## config.mk

```make
export PLATFORM = sky130hd
export DESIGN_NAME = tft_line_ctrl
export DESIGN_NICKNAME = d
export VERILOG_FILES = /design/src/rtl/tlc_pkg.sv /design/src/rtl/tlc_regbank.sv /design/src/rtl/tlc_ctrl.sv /design/src/rtl/tlc_out.sv /design/src/rtl/tft_line_ctrl.sv
export SDC_FILE = /design/constraint.sdc
export NUM_CORES = 1
export LEC_CHECK = 0
export ABC_CLOCK_PERIOD_IN_PS = 3870
export BUFFER_PORTS_ARGS = -buffer_cell sky130_fd_sc_hd__buf_4
export CAP_MARGIN = 20
export CORE_MARGIN = 1.5
export CORE_UTILIZATION = 35
export DETAILED_ROUTE_END_ITERATION = 8
export GPL_TIMING_DRIVEN = 0
export HOLD_SLACK_MARGIN = 0.05
export PLACE_DENSITY = 0.59
export SETUP_SLACK_MARGIN = 0.3
export SYNTH_ARGS = -nofsm -noshare
export SYNTH_HDL_FRONTEND = slang
export SYNTH_SLANG_ARGS = --single-unit
```

## constraint.sdc

```tcl
create_clock -name clk -period 3.87 [get_ports clk]
set_input_delay 0.387 -clock clk [delete_from_list [all_inputs] [get_ports clk]]
set_output_delay 0.387 -clock clk [all_outputs]
set_load 0.01 [all_outputs]
```

## src/rtl/tlc_pkg.sv

```systemverilog
package tlc_pkg;
  parameter int POS_W = 8;
  parameter int ADDR_W = 3;
  localparam int CNT_W = POS_W + 2;

  typedef struct packed {
    logic [POS_W-1:0] rise;
    logic [POS_W-1:0] width;
    logic [POS_W-1:0] polPos;
    logic [POS_W-1:0] vcomPos;
  } lineCfg_t;

  typedef struct packed {
    logic oeLevel;
    logic polFlip;
    logic vcomFlip;
  } lineStrobe_t;

  localparam logic [ADDR_W-1:0] ADDR_RISE  = 3'd0;
  localparam logic [ADDR_W-1:0] ADDR_WIDTH = 3'd1;
  localparam logic [ADDR_W-1:0] ADDR_POL   = 3'd2;
  localparam logic [ADDR_W-1:0] ADDR_VCOM  = 3'd3;
  localparam logic [ADDR_W-1:0] ADDR_CTRL  = 3'd4;
  localparam logic [1:0]        TYPE_SEL   = 2'b10;
endpackage

```

## src/rtl/tlc_regbank.sv

```systemverilog
module tlc_regbank
  import tlc_pkg::*;
(
  input  logic              clk,
  input  logic              rst,
  input  logic              lineStart,
  input  logic              wrEn,
  input  logic [ADDR_W-1:0] wrAddr,
  input  logic [POS_W-1:0]  wrData,
  output lineCfg_t          workCfg,
  output logic              clkEnBit
);
  lineCfg_t stageCfg;

  always_ff @(posedge clk) begin
    if (rst) begin
      stageCfg <= '0;
      clkEnBit <= 1'b0;
    end else if (wrEn) begin
      case (wrAddr)
        ADDR_RISE:  stageCfg.rise    <= wrData;
        ADDR_WIDTH: stageCfg.width   <= wrData;
        ADDR_POL:   stageCfg.polPos  <= wrData;
        ADDR_VCOM:  stageCfg.vcomPos <= wrData;
        ADDR_CTRL:  clkEnBit         <= wrData[0];
        default: ;
      endcase
    end
  end

  always_ff @(posedge clk) begin
    if (rst) workCfg <= '0;
    else if (lineStart) workCfg <= stageCfg;
  end


  shadow_hold_chk: assert property (@(posedge clk) disable iff (rst)
    !lineStart |=> $stable(workCfg));
endmodule

```

## src/rtl/tlc_ctrl.sv

```systemverilog
module tlc_ctrl
  import tlc_pkg::*;
(
  input  logic        clk,
  input  logic        rst,
  input  logic        lineStart,
  input  lineCfg_t    workCfg,
  output lineStrobe_t strb
);
  localparam logic [CNT_W-1:0] CNT_MAX = {CNT_W{1'b1}};

  logic [CNT_W-1:0] unitCnt;
  logic             phase;
  logic             active;
  logic [CNT_W-1:0] riseExt, endExt, polExt, vcomExt;

  always_ff @(posedge clk) begin
    if (rst) begin
      unitCnt <= CNT_MAX;
      phase   <= 1'b0;
    end else if (lineStart) begin
      unitCnt <= '0;
      phase   <= 1'b0;
    end else if (unitCnt != CNT_MAX) begin
      phase <= ~phase;
      if (phase) unitCnt <= unitCnt + 1'b1;
    end
  end

  always_comb begin
    active  = (unitCnt != CNT_MAX);
    riseExt = CNT_W'(workCfg.rise);
    endExt  = CNT_W'(workCfg.rise) + CNT_W'(workCfg.width);
    polExt  = CNT_W'(workCfg.polPos);
    vcomExt = CNT_W'(workCfg.vcomPos);
    strb.oeLevel  = active && (unitCnt >= riseExt) && (unitCnt < endExt);
    strb.polFlip  = active && !phase && (unitCnt == polExt);
    strb.vcomFlip = active && !phase && (unitCnt == vcomExt);
  end


  line_origin_chk: assert property (@(posedge clk) disable iff (rst)
    lineStart |=> (unitCnt == '0) && !phase);

  pol_single_chk: assert property (@(posedge clk) disable iff (rst)
    strb.polFlip |=> !strb.polFlip);

  vcom_single_chk: assert property (@(posedge clk) disable iff (rst)
    strb.vcomFlip |=> !strb.vcomFlip);

  idle_quiet_chk: assert property (@(posedge clk) disable iff (rst)
    !active |-> !strb.oeLevel && !strb.polFlip && !strb.vcomFlip);
endmodule

```

## src/rtl/tlc_out.sv

```systemverilog
module tlc_out
  import tlc_pkg::*;
(
  input  logic        clk,
  input  logic        rst,
  input  logic        typeSel,
  input  logic        clkEnBit,
  input  lineStrobe_t strb,
  output logic        oeOut,
  output logic        polOut,
  output logic        vcomOut,
  output logic        clkEnOut
);
  logic oeState, polState, vcomState;

  always_ff @(posedge clk) begin
    if (rst) begin
      oeState   <= 1'b0;
      polState  <= 1'b0;
      vcomState <= 1'b0;
    end else begin
      oeState   <= strb.oeLevel & typeSel;
      polState  <= polState  ^ (strb.polFlip  & typeSel);
      vcomState <= vcomState ^ (strb.vcomFlip & typeSel);
    end
  end

  assign oeOut    = oeState   & typeSel;
  assign polOut   = polState  & typeSel;
  assign vcomOut  = vcomState & typeSel;
  assign clkEnOut = clkEnBit  & typeSel;


  frozen_chk: assert property (@(posedge clk) disable iff (rst)
    !typeSel |=> $stable(polState) && $stable(vcomState));

  oe_gate_chk: assert property (@(posedge clk) disable iff (rst)
    oeState |-> $past(typeSel));
endmodule

```

## src/rtl/tft_line_ctrl.sv

```systemverilog
module tft_line_ctrl
  import tlc_pkg::*;
(
  input  logic       clk,
  input  logic       rst,
  input  logic       lineStart,
  input  logic [1:0] panelType,
  input  logic       wrEn,
  input  logic [2:0] wrAddr,
  input  logic [7:0] wrData,
  output logic       oeOut,
  output logic       polOut,
  output logic       vcomOut,
  output logic       clkEnOut
);
  lineCfg_t    workCfg;
  lineStrobe_t strb;
  logic        clkEnBit;
  logic        typeSel;

  assign typeSel = (panelType == TYPE_SEL);

  tlc_regbank regs_i (
    .clk(clk), .rst(rst), .lineStart(lineStart),
    .wrEn(wrEn), .wrAddr(wrAddr), .wrData(wrData),
    .workCfg(workCfg), .clkEnBit(clkEnBit)
  );

  tlc_ctrl ctrl_i (
    .clk(clk), .rst(rst), .lineStart(lineStart),
    .workCfg(workCfg), .strb(strb)
  );

  tlc_out out_i (
    .clk(clk), .rst(rst), .typeSel(typeSel), .clkEnBit(clkEnBit),
    .strb(strb), .oeOut(oeOut), .polOut(polOut),
    .vcomOut(vcomOut), .clkEnOut(clkEnOut)
  );
endmodule

```

[After elaboration in Yosys (flattened, before gate mapping)]
Index checks and enable logic that the tools add are counted.
Widths: inputs -> output; s select.
Storage, ports and cells
  output and inout port bits: 4
  input bits: 17
  logic and storage cells: 55
  bits in registers: 79
Cells by class
  reduce and logical (&&, ||, !) cells: 16
  bitwise operators: 10
  equal/unequal tests: 8
  mux-type cells: 3
  $add $sub $neg: 2
  magnitude comparators: 2
Operators by type and width (count)
  $mux 10: 3
  $eq 10x8->1: 2
  $reduce_and 2->1: 6
  $add 10x1->10 const B: 1
  $ge 10x8->1: 1
  $lt 10x10->1: 1
  $ne 10x10->1 const B: 1
  $add 8x8->9: 1
  $and 1x1->1: 7
  $eq 3x2->1 const B: 2
  $logic_and 1x1->1: 5
  $reduce_bool 2->1: 2
  $eq 3x1->1 const B: 1
  $eq 3x3->1 const B: 1
  $logic_not 3->1: 1
  $eq 2x2->1 const B: 1
  $reduce_or 2->1: 1
  $xor 1x1->1: 2
  $logic_not 1->1: 1
  $not 1->1: 1

[Longest topological paths before layout]
  depth after elaboration: 5
  gate-level depth with buffers: 11
  gate-level depth less buffers: 11

[Cells and area by module]
From an unflattened synthesis, not the netlist that was laid out.
Second synthesis, totals
  cells, all modules: 411
  area, all modules: 4097.7 µm²
By module, submodules not included
  tlc_regbank: instances 1, cells each 227, area an instance 2484.9 µm², sequential area each 1301.2 µm²
  tlc_ctrl: instances 1, cells each 168, area an instance 1456.4 µm², sequential area each 220.2 µm²
  tlc_out: instances 1, cells each 15, area an instance 142.6 µm², sequential area each 60.1 µm²
  tft_line_ctrl: instances 1, cells each 1, area an instance 13.8 µm², sequential area each 0.0 µm²

[Worst setup path before layout]
OpenSTA, ideal clock, no wires.
  kind: register -> register
  start: register regs_i.workCfg[16] (netlist name)
  end: register out_i.oeState
  period minus slack after synthesis: 2.383 ns
  setup slack: 1.487 ns
  library setup time: 0.058 ns
  data required time: 3.812 ns
  arrival: 2.325 ns
  path buffers: 0
  cell stages (with the launch flop): 12
  cells stage by stage: dfxtp_1 -> ha_1 -> fa_1 -> a21o_1 -> a21oi_1 -> o21ai_0 -> o41ai_1 -> ha_1 -> nand2_1 -> nand3_1 -> a31oi_1 -> o211a_1
On the way
  longest elaborated chain between the ends: 4
RTL lines
  $add 8x8->9: RTL line tlc_ctrl.sv:33  | endExt = CNT_W'(workCfg.rise) + CNT_W'(workCfg.width);
  $lt 10x10->1: RTL line tlc_ctrl.sv:36  | strb.oeLevel = active && (unitCnt >= riseExt) && (unitCnt < endExt);
  $logic_and 1x1->1: RTL line tlc_ctrl.sv:36
  $and 1x1->1: RTL line tlc_out.sv:22  | oeState <= strb.oeLevel & typeSel;
  to (signal assigned): RTL line tlc_out.sv:22
  to (decl): RTL line tlc_out.sv:14  | logic oeState, polState, vcomState;
No other way between the ends.
A chain may end at the register's enable or synchronous reset.

[Final worst setup path]
  start: register regs_i.workCfg[24] (netlist name)
  end: register out_i.oeState
On the way
  longest elaborated chain between the ends: 4
  elaborated cells between the ends (all ways): 6
  those cells by class: add/sub: 1; order compare: 2; bitwise: 1; reduce/logical: 2
RTL lines (RTL line)
  $add 8x8->9 / $ge 10x8->1 (equally long branches): tlc_ctrl.sv:33, tlc_ctrl.sv:36
  $lt 10x10->1 / $logic_and 1x1->1 (equally long branches): tlc_ctrl.sv:36
  $logic_and 1x1->1 (*): tlc_ctrl.sv:36
  $and 1x1->1 (*): tlc_out.sv:22
Every way passes the cells marked *; elsewhere a longest branch is shown, timed or not.

==> flow_metrics.py <==
metrics = {
    "setup_path": {
        "required_ns": 4.16,
        "cp-start-kind": "register",
        "crit_arrival_ns": 3.17,
        "critPathMaxFanout": 3,
        "critPathKind": "register to register",
        "crit_path_end_kind": "register",
    },
    "worst_hold_path": {
        "min_path_type": "input pin to register",
    },
    "floorplanning": {
        "dieWidth_um": 108,
        "rows": 37,
        "die_height_um": 108,
        "start_util_pct": 36.6,
        "ios": 21,
        "core_sq_um": 10500,
        "dieArea_sq_um": 11600,
    },
    "route": {
        "antenna_left": 0,
        "drt-total-wl_um": 8730,
        "routedWlPerCell_um": 14.4,
        "via_per_inst": 4.86,
        "via_count": 2940,
        "drtIter0Drc": 72,
        "drt_first_pass_iters": 5,
        "post-route-drc-count": 0,
    },
    "timing": {
        "drv_slew": 0,
        "finClkSkew_ns": 0.0170,
        "rsz0062_at_grt": "no",
        "whs_ns": 0.316,
        "finalCritPeriodShare_pct": 74.3,
        "fmax_mhz": 348,
        "max_slew_margin_pct": 64.4,
        "fin_setup_tns_ns": 0,
        "setup_viol": 0,
        "hold_violations": 0,
        "fin_crit_ns": 2.88,
        "worst_pin_slew_ns": 0.534,
    },
    "layout": {
        "layout.cells.non_filler": 605,
        "diodes": 0,
        "fillCellCount": 1077,
        "area_growth_pct": 13.0,
        "final_layout_size_suffix_gt1_share_pct": 10.9,
        "final_nets": 507,
    },
    "placed_design": {
        "place_hpwl_um": 6690,
        "dp.cells": 589,
        "io_buffers": 18,
        "routabilityCongestion": 0.797,
    },
    "global_routing": {
        "grt_max_degree": 15,
        "grt_pass1_wl_um": 14200,
        "antenna_found_initial": 0,
        "grt_overflow_total": 0,
        "grt_pass1_vias": 2764,
        "track_usage_pct": 16.2,
    },
    "clocking": {
        "insertion_delay_ns": 0.35,
        "cts_setup_buffers": 0,
        "cts.reportedPaths.clkPinSlew_ns": 0.09,
        "clock-root-buffer": "clkbuf_8",
        "clockBufferDepth": 2,
        "cts_hold_buf": 0,
        "tritoncts": "done",
        "cts_sinks": 79,
        "cts_buffers": 9,
        "cts-resized-gates": 0,
        "cts_htree_levels": 3,
    },
    "synthesis": {
        "syn_area_per_cell_sq_um": 8.80,
        "yosysUniqueCellTypes": 44,
        "netlist_area_sq_um": 3830,
        "syn-num-nets": 478,
        "yosysWarningCount": 0,
        "syn_inst": 435,
        "ys_ff_latch": 79,
        "yosysSeqAreaShare_pct": 41.3,
    },
    "power_and_ir_drop": {
        "leakage_nw": 1.79,
        "vdd_ir_drop_max_mv": 0.202,
        "power.density_nw_per_um2": 377,
    },
    "status": {
        "outcome": "finished, final reports clean",
    },
    "flow_run": {
        "maxCapViolations": 0,
    },
}
==> sequential cells by signal, summed over array words and instances (netlist names) <==
name and flops:
regs_i.stageCfg 32, ctrl_i.unitCnt 10, ctrl_i.phase 1, regs_i.workCfg 32, out_i.oeState 1, out_i.vcomState 1
out_i.polState 1, regs_i.clkEnBit 1
==> worst max-delay path, cell delays in order, from the launching register on <==
cell and delay [ns]:
dfxtp_1 0.34, ha_1 0.22, fa_1 0.42, a21o_1 0.18, a21oi_1 0.23, o21ai_0 0.17, o41ai_1 0.43, ha_1 0.35
nand2_1 0.08, nand3_1 0.07, a31oi_1 0.17, o211a_1 0.17
==> worst paths after layout <==
kind                            from                  to  slack, ns  depth (start not counted)
setup / recovery  regs_i.workCfg[24]       out_i.oeState       0.99                         11
hold reg to reg   regs_i.stageCfg[7]  regs_i.stageCfg[7]       0.46                          2
setup reg to reg  regs_i.workCfg[24]       out_i.oeState       0.99                         11
hold / removal             wrData[0]     regs_i.clkEnBit       0.32                          3
==> report_power, final <==
group          switching (mW)  leakage [nW]  internal [mW]
Clock                   0.312         0.101          0.302
Combinational          0.0870          1.05         0.0711
Sequential             0.0256         0.642          0.832
Total                   0.425          1.79           1.20
==> cell usage after synthesis, drive strengths merged <==
cell     count  area [sq um]
a2111oi      1          8.76
a211o        1          8.76
a211oi       2          15.0
a21o         3          22.5
a21oi       41           205
a31oi        3          18.8
and2         6          37.5
and3         4          26.3
and3b        1          8.76
and4         2          17.5
buf          8          63.8
clkbuf      14          73.8
dfxtp       79          1580
fa           1          20.0
ha          25           313
inv         10          37.5
mux2i       35           350
nand2       76           293
nand2b       2          12.5
nand3        8          40.0
nand3b       1          7.51
nand4        4          31.3
nand4b       1          8.76
nor2        45           169
nor2b        2          12.5
nor3         4          20.0
nor4         4          25.0
nor4b        1          8.76
o211a        1          10.0
o21a         1          7.51
o21ai       12          60.1
o41ai        1          8.76
or2          4          25.0
or3          1          6.26
xnor2        6          52.6
xor2        25           219
==> cell families (layout without fill, tap and decap cells) <==
family                     after synthesis  after routing  share of synthesized area (%)
AOI/OAI and AO/OA                       66             66                           9.55
xor gates and xnor gates                31             31                           7.10
adders and majority gates               26             26                           8.70
buffers and inverters                   32             66                           4.58
DFF                                     79             79                           41.3
muxes                                   35             35                           9.16
and+or+nand+nor                        166            166                           19.6
==> metrics by stage <==
step | power, mW | util, % | setup WS [ns] | cell area (sq um)
after floorplan | 0.980 | - | 1.49 | 3830
after global placement | 1.03 | 39.5 | 1.14 | 4130
after detailed placement | 1.04 | 39.5 | 1.00 | 4130
after CTS | 1.65 | 41.3 | 0.983 | 4330
after global routing | 1.71 | 41.3 | 0.865 | 4330
final | 1.63 | 41.3 | 0.994 | 4330
==> layer usage <==
layer  track usage (%)  share of wire, %  vias to the layer above  routed length (um)
met3              2.91               3.4                        4                 297
met2              25.5                44                       51                3870
met5                 0                 0                        -                   0
met1              22.5                52                     1345                4510
met4              5.08              0.55                        0                  48
li1                  -                 -                     1540                   -
==> layout by cell type (no fill, tap or decap), types with 3 or more instances in the layout <==
master	n
a21oi_1	41
xnor2_1	6
buf_6	3
and2_1	6
clkbuf_8	11
and3_1	3
clkbuf_1	12
mux2i_1	35
nor2_1	45
nor4_1	4
nand4_1	3
xor2_1	25
inv_1	10
nor3_1	4
a31oi_1	3
nand3_1	8
or2_2	4
nand2_1	75
buf_4	20
a21o_1	3
buf_2	3
o21ai_0	10
ha_1	25
dfxtp_1	79
==> area by class of cell <==
class,count,area [sq um],area share (%)
multi-input cells,324,2070,47.8
flip-flops and latches,79,1580,36.6
well taps,136,170,3.93
plain buffers,22,138,3.18
repair buffers,18,135,3.12
clock buffers,10,128,2.95
clock inverters,6,66.3,1.53
inverters,10,37.5,0.868
Power figures use the tool's default switching activity.
